### config.mk
export PLATFORM = sky130hd
export DESIGN_NAME = cw_sequencer
export DESIGN_NICKNAME = d
export VERILOG_FILES = /design/src/rtl/cwd_pkg.sv /design/src/rtl/cw_phase_gen.sv /design/src/rtl/cw_field_decode.sv /design/src/rtl/cw_instr_latch.sv /design/src/rtl/cw_sequencer.sv
export SDC_FILE = /design/constraint.sdc
export NUM_CORES = 1
export LEC_CHECK = 0
export BUFFER_PORTS_ARGS = -buffer_cell sky130_fd_sc_hd__clkbuf_2
export CORE_MARGIN = 5
export CORE_UTILIZATION = 48
export CTS_CLUSTER_DIAMETER = 200
export DETAILED_ROUTE_END_ITERATION = 10
export PLACE_DENSITY = 0.83
export REMOVE_ABC_BUFFERS = 1
export SLEW_MARGIN = 10
export SYNTH_ARGS = -nofsm -noshare
export SYNTH_HDL_FRONTEND = slang
export SYNTH_SLANG_ARGS = --single-unit
### constraint.sdc
create_clock -name clk -period 2.33 [get_ports clk]
set_input_delay 0.233 -clock clk [delete_from_list [all_inputs] [get_ports clk]]
set_output_delay 0.233 -clock clk [all_outputs]
set_load 0.01 [all_outputs]
### src/rtl/cwd_pkg.sv
package cwd_pkg;

    localparam int CW_W       = 32;
    localparam int REG_AW     = 4;
    localparam int OPC_W      = 8;
    localparam int OPC_LSB    = 16;
    localparam int RSV_HI_LSB = OPC_LSB + OPC_W;
    localparam int RSV_HI_W   = CW_W - RSV_HI_LSB;
    localparam int A_LSB      = 0;
    localparam int B_LSB      = A_LSB + REG_AW;
    localparam int C_LSB      = B_LSB + REG_AW;
    localparam int RSV_LO_LSB = C_LSB + REG_AW;
    localparam int RSV_LO_W   = OPC_LSB - RSV_LO_LSB;
    localparam int NUM_OPS    = 10;
    localparam int NUM_PHASES = 4;
    localparam int PH_CNT_W   = $clog2(NUM_PHASES);
    localparam int HOLD_PHASE = 1;

    typedef enum logic [3:0] {
        OP_GCD   = 4'd0,
        OP_CAST  = 4'd1,
        OP_SWAP  = 4'd2,
        OP_MUL   = 4'd3,
        OP_ADD   = 4'd4,
        OP_SUB   = 4'd5,
        OP_MOVE  = 4'd6,
        OP_COPY  = 4'd7,
        OP_LOAD  = 4'd8,
        OP_STORE = 4'd9,
        OP_NONE  = 4'd15
    } op_idx_e;

    typedef struct packed {
        logic a;
        logic b;
        logic c;
    } bus_use_t;

    typedef struct packed {
        op_idx_e op;
        logic    known;
    } lookup_t;

    typedef struct packed {
        logic [NUM_OPS-1:0] en;
        bus_use_t           bus;
        logic [REG_AW-1:0]  a_reg;
        logic [REG_AW-1:0]  b_reg;
        logic [REG_AW-1:0]  c_reg;
        logic               illegal;
    } instr_t;

    localparam instr_t INSTR_IDLE = '0;

    function automatic lookup_t opcode_lookup(input logic [OPC_W-1:0] opc);
        lookup_t r;
        r.known = 1'b1;
        unique case (opc)
            8'h00:   r.op = OP_NONE;
            8'h04:   r.op = OP_GCD;
            8'h08:   r.op = OP_CAST;
            8'h0C:   r.op = OP_SWAP;
            8'h10:   r.op = OP_MUL;
            8'h18:   r.op = OP_ADD;
            8'h1C:   r.op = OP_SUB;
            8'h30:   r.op = OP_MOVE;
            8'h34:   r.op = OP_COPY;
            8'h38:   r.op = OP_LOAD;
            8'h3C:   r.op = OP_STORE;
            default: begin
                r.op    = OP_NONE;
                r.known = 1'b0;
            end
        endcase
        return r;
    endfunction

    function automatic bus_use_t bus_usage(input op_idx_e op);
        bus_use_t u;
        case (op)
            OP_CAST, OP_MUL, OP_ADD, OP_SUB:   u = '{a: 1'b1, b: 1'b1, c: 1'b1};
            OP_GCD, OP_SWAP, OP_MOVE, OP_COPY: u = '{a: 1'b1, b: 1'b0, c: 1'b1};
            OP_LOAD:                           u = '{a: 1'b0, b: 1'b0, c: 1'b1};
            OP_STORE:                          u = '{a: 1'b1, b: 1'b0, c: 1'b0};
            default:                           u = '{a: 1'b0, b: 1'b0, c: 1'b0};
        endcase
        return u;
    endfunction

endpackage

### src/rtl/cw_phase_gen.sv
module cw_phase_gen
    import cwd_pkg::*;
(
    input  logic                  clk,
    input  logic                  rst,
    input  logic                  unit_busy,
    output logic [NUM_PHASES-1:0] phase,
    output logic                  period_end
);

    localparam logic [PH_CNT_W-1:0] LAST_CNT = PH_CNT_W'(NUM_PHASES - 1);
    localparam logic [PH_CNT_W-1:0] HOLD_CNT = PH_CNT_W'(HOLD_PHASE);

    logic [PH_CNT_W-1:0] cnt_q;
    logic                stall;

    assign stall      = (cnt_q == HOLD_CNT) && unit_busy;
    assign period_end = (cnt_q == LAST_CNT);

    always_ff @(posedge clk) begin
        if (rst) begin
            cnt_q <= '0;
        end else if (!stall) begin
            cnt_q <= period_end ? '0 : cnt_q + 1'b1;
        end
    end

    for (genvar p = 0; p < NUM_PHASES; p++) begin : g_phase
        assign phase[p] = (cnt_q == PH_CNT_W'(p));
    end

endmodule

### src/rtl/cw_field_decode.sv
module cw_field_decode
    import cwd_pkg::*;
(
    input  logic [CW_W-1:0] word,
    output instr_t          dec
);

    logic [OPC_W-1:0]   opc;
    logic               rsv_clear;
    lookup_t            look;
    logic               legal;
    bus_use_t           used;
    logic [NUM_OPS-1:0] en_vec;

    assign opc       = word[OPC_LSB +: OPC_W];
    assign rsv_clear = (word[RSV_HI_LSB +: RSV_HI_W] == '0) &&
                       (word[RSV_LO_LSB +: RSV_LO_W] == '0);
    assign look      = opcode_lookup(opc);
    assign legal     = look.known && rsv_clear;
    assign used      = legal ? bus_usage(look.op) : '0;

    for (genvar i = 0; i < NUM_OPS; i++) begin : g_en
        assign en_vec[i] = legal && (look.op == op_idx_e'(i));
    end

    always_comb begin
        dec         = INSTR_IDLE;
        dec.en      = en_vec;
        dec.bus     = used;
        dec.a_reg   = used.a ? word[A_LSB +: REG_AW] : '0;
        dec.b_reg   = used.b ? word[B_LSB +: REG_AW] : '0;
        dec.c_reg   = used.c ? word[C_LSB +: REG_AW] : '0;
        dec.illegal = !legal;
    end

endmodule

### src/rtl/cw_instr_latch.sv
module cw_instr_latch
    import cwd_pkg::*;
(
    input  logic   clk,
    input  logic   rst,
    input  logic   period_end,
    input  logic   host_strobe,
    input  instr_t dec,
    output instr_t held
);

    always_ff @(posedge clk) begin
        if (rst) begin
            held <= INSTR_IDLE;
        end else if (period_end) begin
            held <= host_strobe ? dec : INSTR_IDLE;
        end
    end

endmodule

### src/rtl/cw_sequencer.sv
module cw_sequencer
    import cwd_pkg::*;
(
    input  logic                  clk,
    input  logic                  rst,
    input  logic                  host_strobe,
    input  logic                  unit_busy,
    input  logic [CW_W-1:0]       ctrl_word,
    output logic [NUM_OPS-1:0]    op_en,
    output logic                  a_sel,
    output logic                  b_sel,
    output logic                  c_sel,
    output logic [REG_AW-1:0]     a_reg,
    output logic [REG_AW-1:0]     b_reg,
    output logic [REG_AW-1:0]     c_reg,
    output logic                  illegal_op,
    output logic [NUM_PHASES-1:0] phase
);

    logic   period_end;
    instr_t dec;
    instr_t held;

    cw_phase_gen u_phase (
        .clk        (clk),
        .rst        (rst),
        .unit_busy  (unit_busy),
        .phase      (phase),
        .period_end (period_end)
    );

    cw_field_decode u_decode (
        .word (ctrl_word),
        .dec  (dec)
    );

    cw_instr_latch u_latch (
        .clk         (clk),
        .rst         (rst),
        .period_end  (period_end),
        .host_strobe (host_strobe),
        .dec         (dec),
        .held        (held)
    );

    assign op_en      = held.en;
    assign a_sel      = held.bus.a;
    assign b_sel      = held.bus.b;
    assign c_sel      = held.bus.c;
    assign a_reg      = held.a_reg;
    assign b_reg      = held.b_reg;
    assign c_reg      = held.c_reg;
    assign illegal_op = held.illegal;

endmodule

# Word-level counts from Yosys, hierarchy flattened
# Memories as Yosys holds them, arrays and structs flattened.
# Cells that the tools add are included.
# word_totals
romBits,48
out_inout_bits,30
n_memories,1
register_bits,28
input_bits,36
# mem_list
name,words,word_bits,read_ports,rd_clocked_by_memory_dff,wr,line_no,rtl
(no name shown),16,3,1,0,0,cwd_pkg.sv:80,case (op)
# classes
eq_ne,22
reduce_logical,20
muxes,8
n_addsub,1
# op_table
op,n
case mux 4 bit (10 select lines),1
"equality test 8 x 6 -> 1 bit, second input constant",4
2-to-1 mux 26 bit,1
"equality test 8 x 5 -> 1 bit, second input constant",3
"equality test 4 x 3 -> 1 bit, second input constant",4
"equality test 8 x 4 -> 1 bit, second input constant",2
zero test 8 bit,2
logical AND 1 bit,13
2-to-1 mux 4 bit,3
OR reduction 11 bit,1
"equality test 4 x 2 -> 1 bit, second input constant",2
"equality test 4 bit, second input constant",2
"equality test 8 x 3 -> 1 bit, second input constant",1
zero test 4 bit,2
"equality test 2 bit, second input constant",2
"equality test 4 x 1 -> 1 bit, second input constant",1
2-to-1 mux 3 bit,1
"adder 2 x 1 -> 2 bit, second input constant",1
"equality test 2 x 1 -> 1 bit, second input constant",1
zero test 2 bit,1
2-to-1 mux 2 bit,1
zero test 1 bit,1
2-to-1 mux 1 bit,1

# Depth between registers and ports, before layout
# Gate-level depths: netlist (run 1).
# depth
word_depth,7
depth_mapped,6
depth_no_buf,5

# Cells and area by module
# A second synthesis (run 1) with hierarchy kept.
# unflattened
hier_cells,198
hier_area_um2,1639.1
# by_module_without_submodules
mod,instances,area_each_um2,cells_per_inst,seq_area_each_um2
cw_instr_latch,1,1048.5,116,520.5
cw_field_decode,1,442.9,67,0.0
cw_phase_gen,1,147.6,15,40.0

# Worst setup path after synthesis (run 1)
# No wires, ideal clock.
# synth_path
path_type,reg-to-reg
startpoint,register u_phase.cnt_q[0]
endpoint,"register, netlist name u_latch.held[22]"
arrival_time_ns,1.364
setup_time_ns,0.087
required_time_ns,2.243
path_buffers,1
path_stages_with_launch,7
path_slack_ns,0.879
synth_period_minus_slack_ns,1.451
path_cell_list,dfxtp_1 > ha_1 > nand2_1 > and3b_1 > nand3_2 > buf_6 > o31ai_1
# synth_between
elab_chain_cells,1
# synth_lines
element,line_no,rtl
"start, declared",cw_phase_gen.sv:14,logic [PH_CNT_W-1:0] cnt_q;
"start signal, assigned",cw_phase_gen.sv:24,cnt_q <= period_end ? '0 : cnt_q + 1'b1;
equality test 2 bit,cw_phase_gen.sv:18,assign period_end = (cnt_q == LAST_CNT);
via period_end,cw_sequencer.sv:20,logic period_end;
# The timed path passes the listed nets, and every way through them passes these cells.
# A chain may end at the register's enable or synchronous reset.

# Worst setup path in the final report (run 1)
# layout_path
startpoint,register u_phase.cnt_q[0]
endpoint,"register, netlist name u_latch.held[22]"
# layout_between
elab_chain_cells,1
# layout_lines
element,line_no
equality test 2 bit,cw_phase_gen.sv:18
# No other way between the ends.

==> key figures, run 1 <==
Logic synthesis
  – Cell area after synthesis: 0.00135 mm^2
  – Cell with the most instances after synthesis: nand2_1
  – Async set or reset register ratio after synthesis: 0%
  – Syn Inst Count: 165
  – Synth cell count leaders: nand2_1 (35), dfxtp_1 (28), o21ai_0 (22)
  – Main synth FF type: dfxtp_1
  – Unique cell type count in the Yosys netlist: 40
  – Flops & latches, synth: 28
  – Area share of the largest cell type after synthesis: 41.5%
  – Top post-synthesis cells by area: dfxtp_1 (42%), nand2_1 (9.7%), o21ai_0 (8.2%)
  – Avg Cell Area, Syn: 8.18 um^2
  – Synth area leader: dfxtp_1
  – Post-synth EDFFs: 0
  – Seq/Total Area, Yosys: 41.5%
  – Synth warn: 0

Detailed routing
  – Met1 WL: 1.39 mm
  – Final wirelength: 3.08 mm
  – Routed wl met2: approximately 1.4 mm
  – Mean routed wirelength per cell: between 10 and 15 um
  – DRT Pass-1 Iters: 4
  – Initial DRC count: 76
  – # DRC: 0
  – Met3 routed WL: 244 um
  – Antenna Violating Nets Remaining: 0
  – Via density: 5.27
  – Vias: between 1,000 and 1,500
  – Uppermost layer routed: met4

CTS
  – Post-CTS setup buffers: 0
  – Post-CTS sizing: 0
  – H-tree Lvls: 1
  – CTS Buffer Depth: 2
  – Num CTS Buffers: 3
  – Worst-Skew Late Latency: 330 ps
  – Clk sink count: 28
  – Post-CTS Hold Buffers: 0
  – Root buf cell: clkbuf_4
  – Clock-pin transition on the worst setup and hold timing paths: ~150 ps
  – CTS tree: done

Min path
  – Hold Path Class: input pin to register
  – Critical hold path startpoint: ctrl_word[2]
  – Hold Path Sink: u_latch.held[11]$_SDFFE_PP0P_
  – Hold Crit Depth: 3

Place
  – GP Congestion: 0.817
  – Placed instance count: roughly 250
  – Port Buffers: 65
  – Post-DP HPWL: 2.40 mm

Critical path
  – Crit path cell chain: ha_1 > nand2_1 > and3b_1 > nand3_2 > o31ai_1
  – Worst setup SP type: register
  – Reg2reg start: u_phase.cnt_q[0]$_SDFFE_PP0N_
  – FF-to-FF End: u_latch.held[22]$_SDFFE_PP0P_
  – Crit path required time: roughly 2600 ps
  – Reg2Reg Depth: 5
  – R2R setup slack: 520 ps
  – CP arrival: 2060 ps
  – Kind of critical path: register to register
  – Critical Path Max Stage Delay: 440 ps
  – Slowest CP cell: dfxtp_1
  – CP Capture Type: register
  – Worst-path maximum fanout: 21

STA
  – Worst Tran Pin Value: around 470 ps
  – RSZ-0062 raised after global routing: false
  – Tmin final: 1810 ps
  – Final hold slack: about 100 ps
  – Final Max Tran Viols: 0
  – Period utilisation layout: 77.6%
  – Max Fclk: approximately 550 MHz
  – Endpoints failing hold: 0
  – TNS Setup: 0 ps
  – Worst Clk Skew: 8.23 ps
  – Final setup violation count: 0
  – Normalized max-slew margin: 68.5%

Die
  – Row count: 19
  – Area of the core: 0.00273 mm^2
  – Chip height: ~63 um
  – Die extent in x: 63.0 um
  – # IOs: 66
  – Die footprint: slightly below 0.004 mm^2
  – Initial Util: 49.4%

Finish
  – Antenna diode count: 0
  – Nets@finish: 266
  – Post-layout util: 63.1%
  – Fin cells: between 200 and 300
  – P&R area growth vs syn: 27.7%
  – Layout cells sized above 1: 34.7%

Power
  – IR drop worst, VDD: 0.000469 V
  – Power Total: ~0.00098 W
  – PwrDens: about 570 mW/mm^2
  – Leak: approximately 0.76 nW

Global route
  – Initial antenna violation count: 0
  – Largest net degree at the start of global routing: 24
  – First-pass GRT wire length: between 5 and 6 mm
  – GRT overflow: 0
  – Vias in the first global route: roughly 1,300
  – Gr usage total: 15.6%

Run status
  – Status: complete, no violations

Job
  – MaxCap Viol Count: 0
worst max path at each step:
stage	startpoint	endpoint	slack [ps]	depth (start not counted)
after detailed placement	u_phase.cnt_q[0]$_SDFFE_PP0N_	u_latch.held[23]$_SDFFE_PP0P_	510	5
after floorplan	u_phase.cnt_q[0]$_SDFFE_PP0N_	u_latch.held[16]$_SDFFE_PP0P_	700	4
after CTS	u_phase.cnt_q[0]$_SDFFE_PP0N_	u_latch.held[23]$_SDFFE_PP0P_	460	5
final	u_phase.cnt_q[0]$_SDFFE_PP0N_	u_latch.held[22]$_SDFFE_PP0P_	520	5
after global routing	u_phase.cnt_q[0]$_SDFFE_PP0N_	u_latch.held[22]$_SDFFE_PP0P_	270	5
after global placement	u_phase.cnt_q[0]$_SDFFE_PP0N_	u_latch.held[22]$_SDFFE_PP0P_	570	5
metal layers:
layer	up-vias	GRT usage, %
met5	-	0
met4	0	6.10
met3	7	3.60
met2	53	26.2
met1	589	19.0
li1	700	-
cell type report:
| cell class | instances | area [um^2] |
|---|---|---|
| timing repair buffer | 67 | 340 |
| clock buffer | 3 | 22.5 |
| inverter | 5 | 18.8 |
| fill | 265 | 1010 |
| sequential | 28 | 561 |
| multi-input combinational | 121 | 713 |
| clock inverter | 1 | 30.0 |
| tap | 31 | 38.8 |
metrics by stage:
stage / area (um^2) / worst slack, ps
floorplan: 1290 / 696
global placement: 1670 / 566
detailed placement: 1670 / 510
CTS: 1720 / 461
global route: 1720 / 275
finish: 1720 / 521
placed cells by master (no fill, tap or decap), types with 4 or more instances in the layout:
| cell type | netlist | layout |
|---|---|---|
| nor2_1 | 6 | 6 |
| nand2_1 | 35 | 35 |
| nand3_1 | 7 | 7 |
| dfxtp_1 | 28 | 28 |
| o31ai_1 | 4 | 4 |
| o21ai_0 | 22 | 22 |
| clkbuf_2 | 0 | 65 |
| ha_1 | 4 | 4 |
| a21oi_1 | 5 | 5 |
| inv_1 | 5 | 5 |
critical path, delay by kind of cell, from the launching register on:
kind,cells,cell delay [ps]
adder cells (fa/ha/maj),1,260
AND/OR/NAND/NOR,3,690
flip-flops,1,440
AO/OA/AOI/OAI,1,330
report_power, final:
group | leakage (nW) | switching [W] | internal, W | total [W]
Sequential | 0.226 | 0.00000950 | 0.000488 | 0.000497
Clock | 0.0279 | 0.000142 | 0.000174 | 0.000316
Combinational | 0.503 | 0.0000937 | 0.0000693 | 0.000163
state kept, by name, indices dropped and copies added (netlist names):
name / flops
u_latch.held: 26
u_phase.cnt_q: 2
logic make-up (layout without fill, tap and decap cells):
group	count (synthesis)	count (layout)	share of synthesized area, %
buf+inv	16	76	5.65
simple gates	71	71	27.7
compound gates	44	44	20.0
fa+ha+maj	4	4	3.71
flops	28	28	41.5
mux	1	1	0.741
xor+xnor	1	1	0.649
(Power assumes the default switching activity.)
==> run 2: changes to the inputs <==
--- a/config.mk
+++ b/config.mk
@@ -5,12 +5,13 @@
 export SDC_FILE = /design/constraint.sdc
 export NUM_CORES = 1
 export LEC_CHECK = 0
+export ABC_AREA = 1
 export BUFFER_PORTS_ARGS = -buffer_cell sky130_fd_sc_hd__clkbuf_2
 export CORE_MARGIN = 5
-export CORE_UTILIZATION = 48
+export CORE_UTILIZATION = 47
 export CTS_CLUSTER_DIAMETER = 200
 export DETAILED_ROUTE_END_ITERATION = 10
-export PLACE_DENSITY = 0.83
+export PLACE_DENSITY = 0.79
 export REMOVE_ABC_BUFFERS = 1
 export SLEW_MARGIN = 10
 export SYNTH_ARGS = -nofsm -noshare
==> constraint.sdc (replaced) <==
create_clock -name clk -period 1.9 [get_ports clk]
set_input_delay 0.19 -clock clk [delete_from_list [all_inputs] [get_ports clk]]
set_output_delay 0.19 -clock clk [all_outputs]
set_load 0.01 [all_outputs]
==> key figures, run 2 <==
Run status
  – Status: complete, no violations

Logic synthesis
  – Main synth FF type: dfxtp_1
  – Cell area after synthesis: 0.00150 mm^2
  – Synth cell count leaders: nand2_1 (55), dfxtp_1 (28), a21oi_1 (26)
  – Area share of the largest cell type after synthesis: 37.3%
  – Cell with the most instances after synthesis: nand2_1
  – Unique cell type count in the Yosys netlist: 26
  – Post-synth EDFFs: 0
  – Async set or reset register ratio after synthesis: 0%
  – Synth warn: 0
  – Seq/Total Area, Yosys: 37.3%
  – Synth area leader: dfxtp_1
  – Avg Cell Area, Syn: ~7 um^2
  – Syn Inst Count: 215
  – Flops & latches, synth: 28
  – Top post-synthesis cells by area: dfxtp_1 (37%), nand2_1 (14%), a21oi_1 (8.7%)

STA
  – Worst Clk Skew: 5.59 ps
  – TNS Setup: 0 ps
  – Period utilisation layout: 77.0%
  – Final setup violation count: 0
  – Final hold slack: 74.1 ps
  – Normalized max-slew margin: between 60% and 70%
  – Final Max Tran Viols: 0
  – Tmin final: 1460 ps
  – RSZ-0062 raised after global routing: false
  – Endpoints failing hold: 0
  – Worst Tran Pin Value: 504 ps
  – Max Fclk: between 600 and 700 MHz

Finish
  – Antenna diode count: 0
  – Max reg flops: 26
  – Largest Register: u_latch.held
  – Largest registers: u_latch.held (26), u_phase.cnt_q (2)
  – Layout cells sized above 1: 37.3%
  – Nets@finish: 320
  – Post-layout util: 62.8%
  – Most common cell after layout, fill and taps aside: clkbuf_2
  – P&R area growth vs syn: 27.6%
  – Post-Layout Inst Area: ~0.0019 mm^2
  – Layout fillers: 296
  – Most frequent cells in the layout: clkbuf_2 (65), nand2_1 (55), dfxtp_1 (28)

Place
  – GP Congestion: 0.922
  – Post-DP HPWL: 2.78 mm
  – Port Buffers: 65
  – Placed instance area: 0.00186 mm^2

Min path
  – Critical hold path startpoint: ctrl_word[5]
  – Hold Path Class: input pin to register
  – Hold Crit Depth: 3

Die
  – Chip height: about 67 um
  – Area of the core: 0.00305 mm^2
  – # IOs: between 60 and 70
  – Die footprint: 0.00443 mm^2
  – Initial Util: 49.2%
  – Row count: 20
  – Die extent in x: approximately 67 um

Detailed routing
  – Vias: 1,505
  – Mean routed wirelength per cell: 10.6 um
  – Via density: 4.66
  – Initial DRC count: 56
  – # DRC: 0
  – Antenna Violating Nets Remaining: 0
  – Final wirelength: 3.43 mm
  – DRT Pass-1 Iters: 5

Critical path
  – Crit path from: u_phase.cnt_q[1]$_SDFFE_PP0N_
  – CP Capture Type: register
  – Worst setup SP type: register
  – Crit path required time: about 2200 ps
  – Kind of critical path: register to register
  – Worst-path maximum fanout: 5
  – R2R setup slack: 440 ps
  – CP arrival: 1720 ps
  – Reg2Reg Depth: 9
  – Reg2reg start: u_phase.cnt_q[1]$_SDFFE_PP0N_

CTS
  – CTS tree: done
  – Root buf cell: clkbuf_4
  – Clk sink count: 28
  – CTS Buffer Depth: 2
  – Post-CTS sizing: 0
  – Post-CTS Hold Buffers: 0
  – Num CTS Buffers: 3
  – H-tree Lvls: 1
  – Clock-pin transition on the worst setup and hold timing paths: 150 ps
  – Post-CTS setup buffers: 0
  – Worst-Skew Late Latency: 330 ps

Global route
  – Met2 Usage GRT: 27.5%
  – Vias in the first global route: approximately 1,400
  – Initial antenna violation count: 0
  – First-pass GRT wire length: 5.63 mm
  – Top Usage Layer GRT: met2
  – Grt met1 use: 20.0%
  – Largest net degree at the start of global routing: 27
  – Grt met3 use: under 10%
  – GRT overflow: 0
  – Gr usage total: 15.9%

Power
  – IR drop worst, VDD: 0.000429 V
  – Power Total: 0.00120 W
  – Leak: 0.962 nW
  – PwrDens: 627 mW/mm^2

Job
  – MaxCap Viol Count: 0
[run 2: changes by cell type in the layout (fill, tap and decap cells not counted), moves of 3 or more]
cell	previous run	this run
a21oi_1	5	26
nand2_1	35	55
o21ai_0	22	3
inv_1	5	22
nor2_1	6	21
inv_2	0	8
nand2_2	0	8
nor2_2	1	6
nand4_1	1	5
o31ai_1	4	0
nand2b_1	3	0
nand3_2	1	4
nor2_4	0	3
nor4_1	3	0
[run 2: final timing paths]
| check | end |
|---|---|
| setup reg to reg | u_latch.held[2]$_SDFFE_PP0P_ |
| hold reg to reg | u_latch.held[5]$_SDFFE_PP0P_ |
| setup / recovery | u_latch.held[2]$_SDFFE_PP0P_ |
| hold / removal | u_latch.held[6]$_SDFFE_PP0P_ |
[run 2: metrics by stage]
| step | worst slack [ps] | instances |
|---|---|---|
| final | 438 | 323 |
| after global routing | 227 | 323 |
| after CTS | 420 | 323 |
| after detailed placement | 276 | 319 |
| after global placement | 289 | 319 |
| after floorplan | 464 | 209 |
[run 2: worst max-delay path, cell delays in order (launching register included)]
cell and delay (ps):
dfxtp_1 400, ha_1 180, nand2_1 50, inv_1 110
nand3_4 130, inv_2 120, nand3_1 90, nand2_2 120
nand2_1 70, a21oi_1 120
[run 2: cell families after synthesis]
kind of cell | synth area share, %
AND/OR/NAND/NOR | 37.4
buffers and inverters | 9.24
AO/OA/AOI/OAI | 12.7
flip-flops | 37.3
adder cells (fa/ha/maj) | 3.33
[run 2: layer usage]
layer  share of wire (%)  up-vias
met4                 1.0        0
met2                  48       45
met3                 5.8        4
met1                  45      645
li1                    -      811
met5                   0        -
[run 2: final cells by class]
class / count / area, um^2 / area share, %
repair buffers: 66 / 333 / 17.4
multi-input cells: 151 / 803 / 41.9
clock buffers: 3 / 22.5 / 1.17
inverters: 30 / 113 / 5.87
flip-flops and latches: 28 / 561 / 29.2
clock inverters: 1 / 30.0 / 1.57
well taps: 44 / 55.1 / 2.87
[run 2: power by group]
part | total [W] | switching (W) | internal [W]
Clock | 0.000384 | 0.000171 | 0.000213
Combinational | 0.000207 | 0.000127 | 0.0000795
Sequential | 0.000612 | 0.0000111 | 0.000600
==> run 3: changes to the inputs <==
==> constraint.sdc (replaced) <==
create_clock -name clk -period 1.5 [get_ports clk]
set_input_delay 0.15 -clock clk [delete_from_list [all_inputs] [get_ports clk]]
set_output_delay 0.15 -clock clk [all_outputs]
set_load 0.01 [all_outputs]
==> key figures, run 3 (synthesis results as in run 2) <==
Run status
  – Status: complete, no violations

Finish
  – Post-Layout Inst Area: 0.00208 mm^2
  – Most common cell after layout, fill and taps aside: clkbuf_2
  – Largest registers: u_latch.held (26), u_phase.cnt_q (2)
  – Nets@finish: 339
  – Most frequent cells in the layout: clkbuf_2 (65), nand2_1 (55), dfxtp_1 (26)
  – Layout fillers: 299
  – Area of the multi-input gates: 832 um^2
  – Register area: 563 um^2
  – P&R area growth vs syn: 38.2%
  – Antenna diode count: 0
  – Largest Register: u_latch.held
  – Fin cells: 342
  – Max reg flops: 26
  – Layout cells sized above 1: 44.0%

Die
  – Initial Util: 49.2%
  – Area of the core: 0.00305 mm^2
  – # IOs: 66
  – Die extent in x: between 60 and 70 um
  – Chip height: 66.5 um
  – Die footprint: 0.00443 mm^2
  – Row count: 20

Global route
  – Largest net degree at the start of global routing: 19
  – Gr usage total: 17.6%
  – First-pass GRT wire length: 6.29 mm
  – GRT overflow: 0
  – Vias in the first global route: about 1,500
  – Initial antenna violation count: 0

CTS
  – CTS tree: done
  – Clock-pin transition on the worst setup and hold timing paths: approximately 140 ps
  – Root buf cell: clkbuf_4
  – Clk sink count: 28
  – Num CTS Buffers: 3
  – Post-CTS Hold Buffers: 0
  – H-tree Lvls: 1
  – CTS Buffer Depth: 2
  – Worst-Skew Late Latency: between 300 and 400 ps

STA
  – Fin worst setup slack: approximately 120 ps
  – Endpoints failing hold: 0
  – Period utilisation layout: 92.1%
  – Worst Tran Pin Value: 372 ps
  – Final Max Tran Viols: 0
  – Final setup violation count: 0
  – Max Fclk: 724 MHz
  – Normalized max-slew margin: 75.2%
  – Tmin final: around 1400 ps
  – Final hold slack: 32.9 ps
  – Worst Clk Skew: between 4 and 5 ps

Critical path
  – CP arrival: 1640 ps
  – CP Capture Type: register
  – Most frequent CP cell: nand2_1
  – Crit path required time: 1760 ps
  – Kind of critical path: register to register
  – Slowest CP cell: dfxtp_2
  – Worst setup SP type: register
  – Critical Path Max Stage Delay: 380 ps
  – Worst-path maximum fanout: 5
  – Crit path cell chain: ha_2 > nand2_1 > inv_2 > nand3_4 > inv_4 > nand3_2 > nand2_4 > nand2_1 > a21oi_2

Detailed routing
  – Antenna Violating Nets Remaining: 0
  – Mean routed wirelength per cell: ~11 um
  – Via density: approximately 4.8
  – # DRC: 0
  – Final wirelength: 3.77 mm
  – Vias: 1,627
  – DRT Pass-1 Iters: 4
  – Initial DRC count: 75

Min path
  – Hold Path Class: input pin to register

Power
  – IR drop worst, VDD: 0.000551 V
  – PwrDens: 692 mW/mm^2
  – Power Total: 0.00144 W
  – Leak: 1.04 nW

Place
  – GP Congestion: 0.878
  – Placed instance count: about 340
  – Placed instance area: 0.00199 mm^2
  – Post-placement setup slack: -74.8 ps
  – Port Buffers: 65
  – Post-DP HPWL: 3.10 mm

Job
  – MaxCap Viol Count: 0
run 3: final cells by class:
type | count | area share [%]
tap | 44 | 2.65
multi-input combinational | 151 | 40.1
timing repair buffer | 85 | 22.9
sequential | 28 | 27.1
inverter | 30 | 5.54
clock buffer | 4 | 1.75
run 3: power by group:
part	total [W]	switching, W	internal, W
combinational	0.000308	0.000177	0.000131
sequential	0.000776	0.0000130	0.000763
clock	0.000353	0.000205	0.000149
total	0.00144	0.000395	0.00104
run 3: final timing paths:
check	from	to	slack (ps)	cells past startpoint
setup / recovery	u_phase.cnt_q[1]$_SDFFE_PP0N_	u_latch.held[1]$_SDFFE_PP0P_	120	9
hold / removal	ctrl_word[0]	u_latch.held[9]$_SDFFE_PP0P_	30	3
setup reg to reg	u_phase.cnt_q[1]$_SDFFE_PP0N_	u_latch.held[1]$_SDFFE_PP0P_	120	9
hold reg to reg	u_latch.held[11]$_SDFFE_PP0P_	u_latch.held[11]$_SDFFE_PP0P_	470	2
run 3: layer usage:
metal / wire length, um / track usage [%] / up-vias
li1: - / - / 849
met5: 0 / 0 / -
met2: 1890 / 31.8 / 50
met1: 1610 / 21.1 / 722
met3: 217 / 3.37 / 6
met4: 51 / 4.57 / 0
run 3: timing repair:
| action | in CTS | in global routing |
|---|---|---|
| cloned | 0 | 0 |
| endpoints found under the setup margin | 3 | 19 |
| setup buffers | 0 | 2 |
| pin swaps | 0 | 2 |
| gates resized for setup | 1 | 10 |
run 3: critical path: cells and delay by family (launching register included):
| family | cells | cell delay [ps] |
|---|---|---|
| AND/OR/NAND/NOR | 5 | 450 |
| flip-flops | 1 | 380 |
| buffers and inverters | 2 | 190 |
| adder cells (fa/ha/maj) | 1 | 180 |
| AO/OA/AOI/OAI | 1 | 120 |
run 3: stage by stage:
stage | setup TNS [ps] | utilization, %
after floorplan | 0 | -
after global placement | -67.2 | 65.2
after detailed placement | -702 | 65.2
after CTS | 0 | 66.5
after global routing | -21.0 | 68.0
final | 0 | 68.0
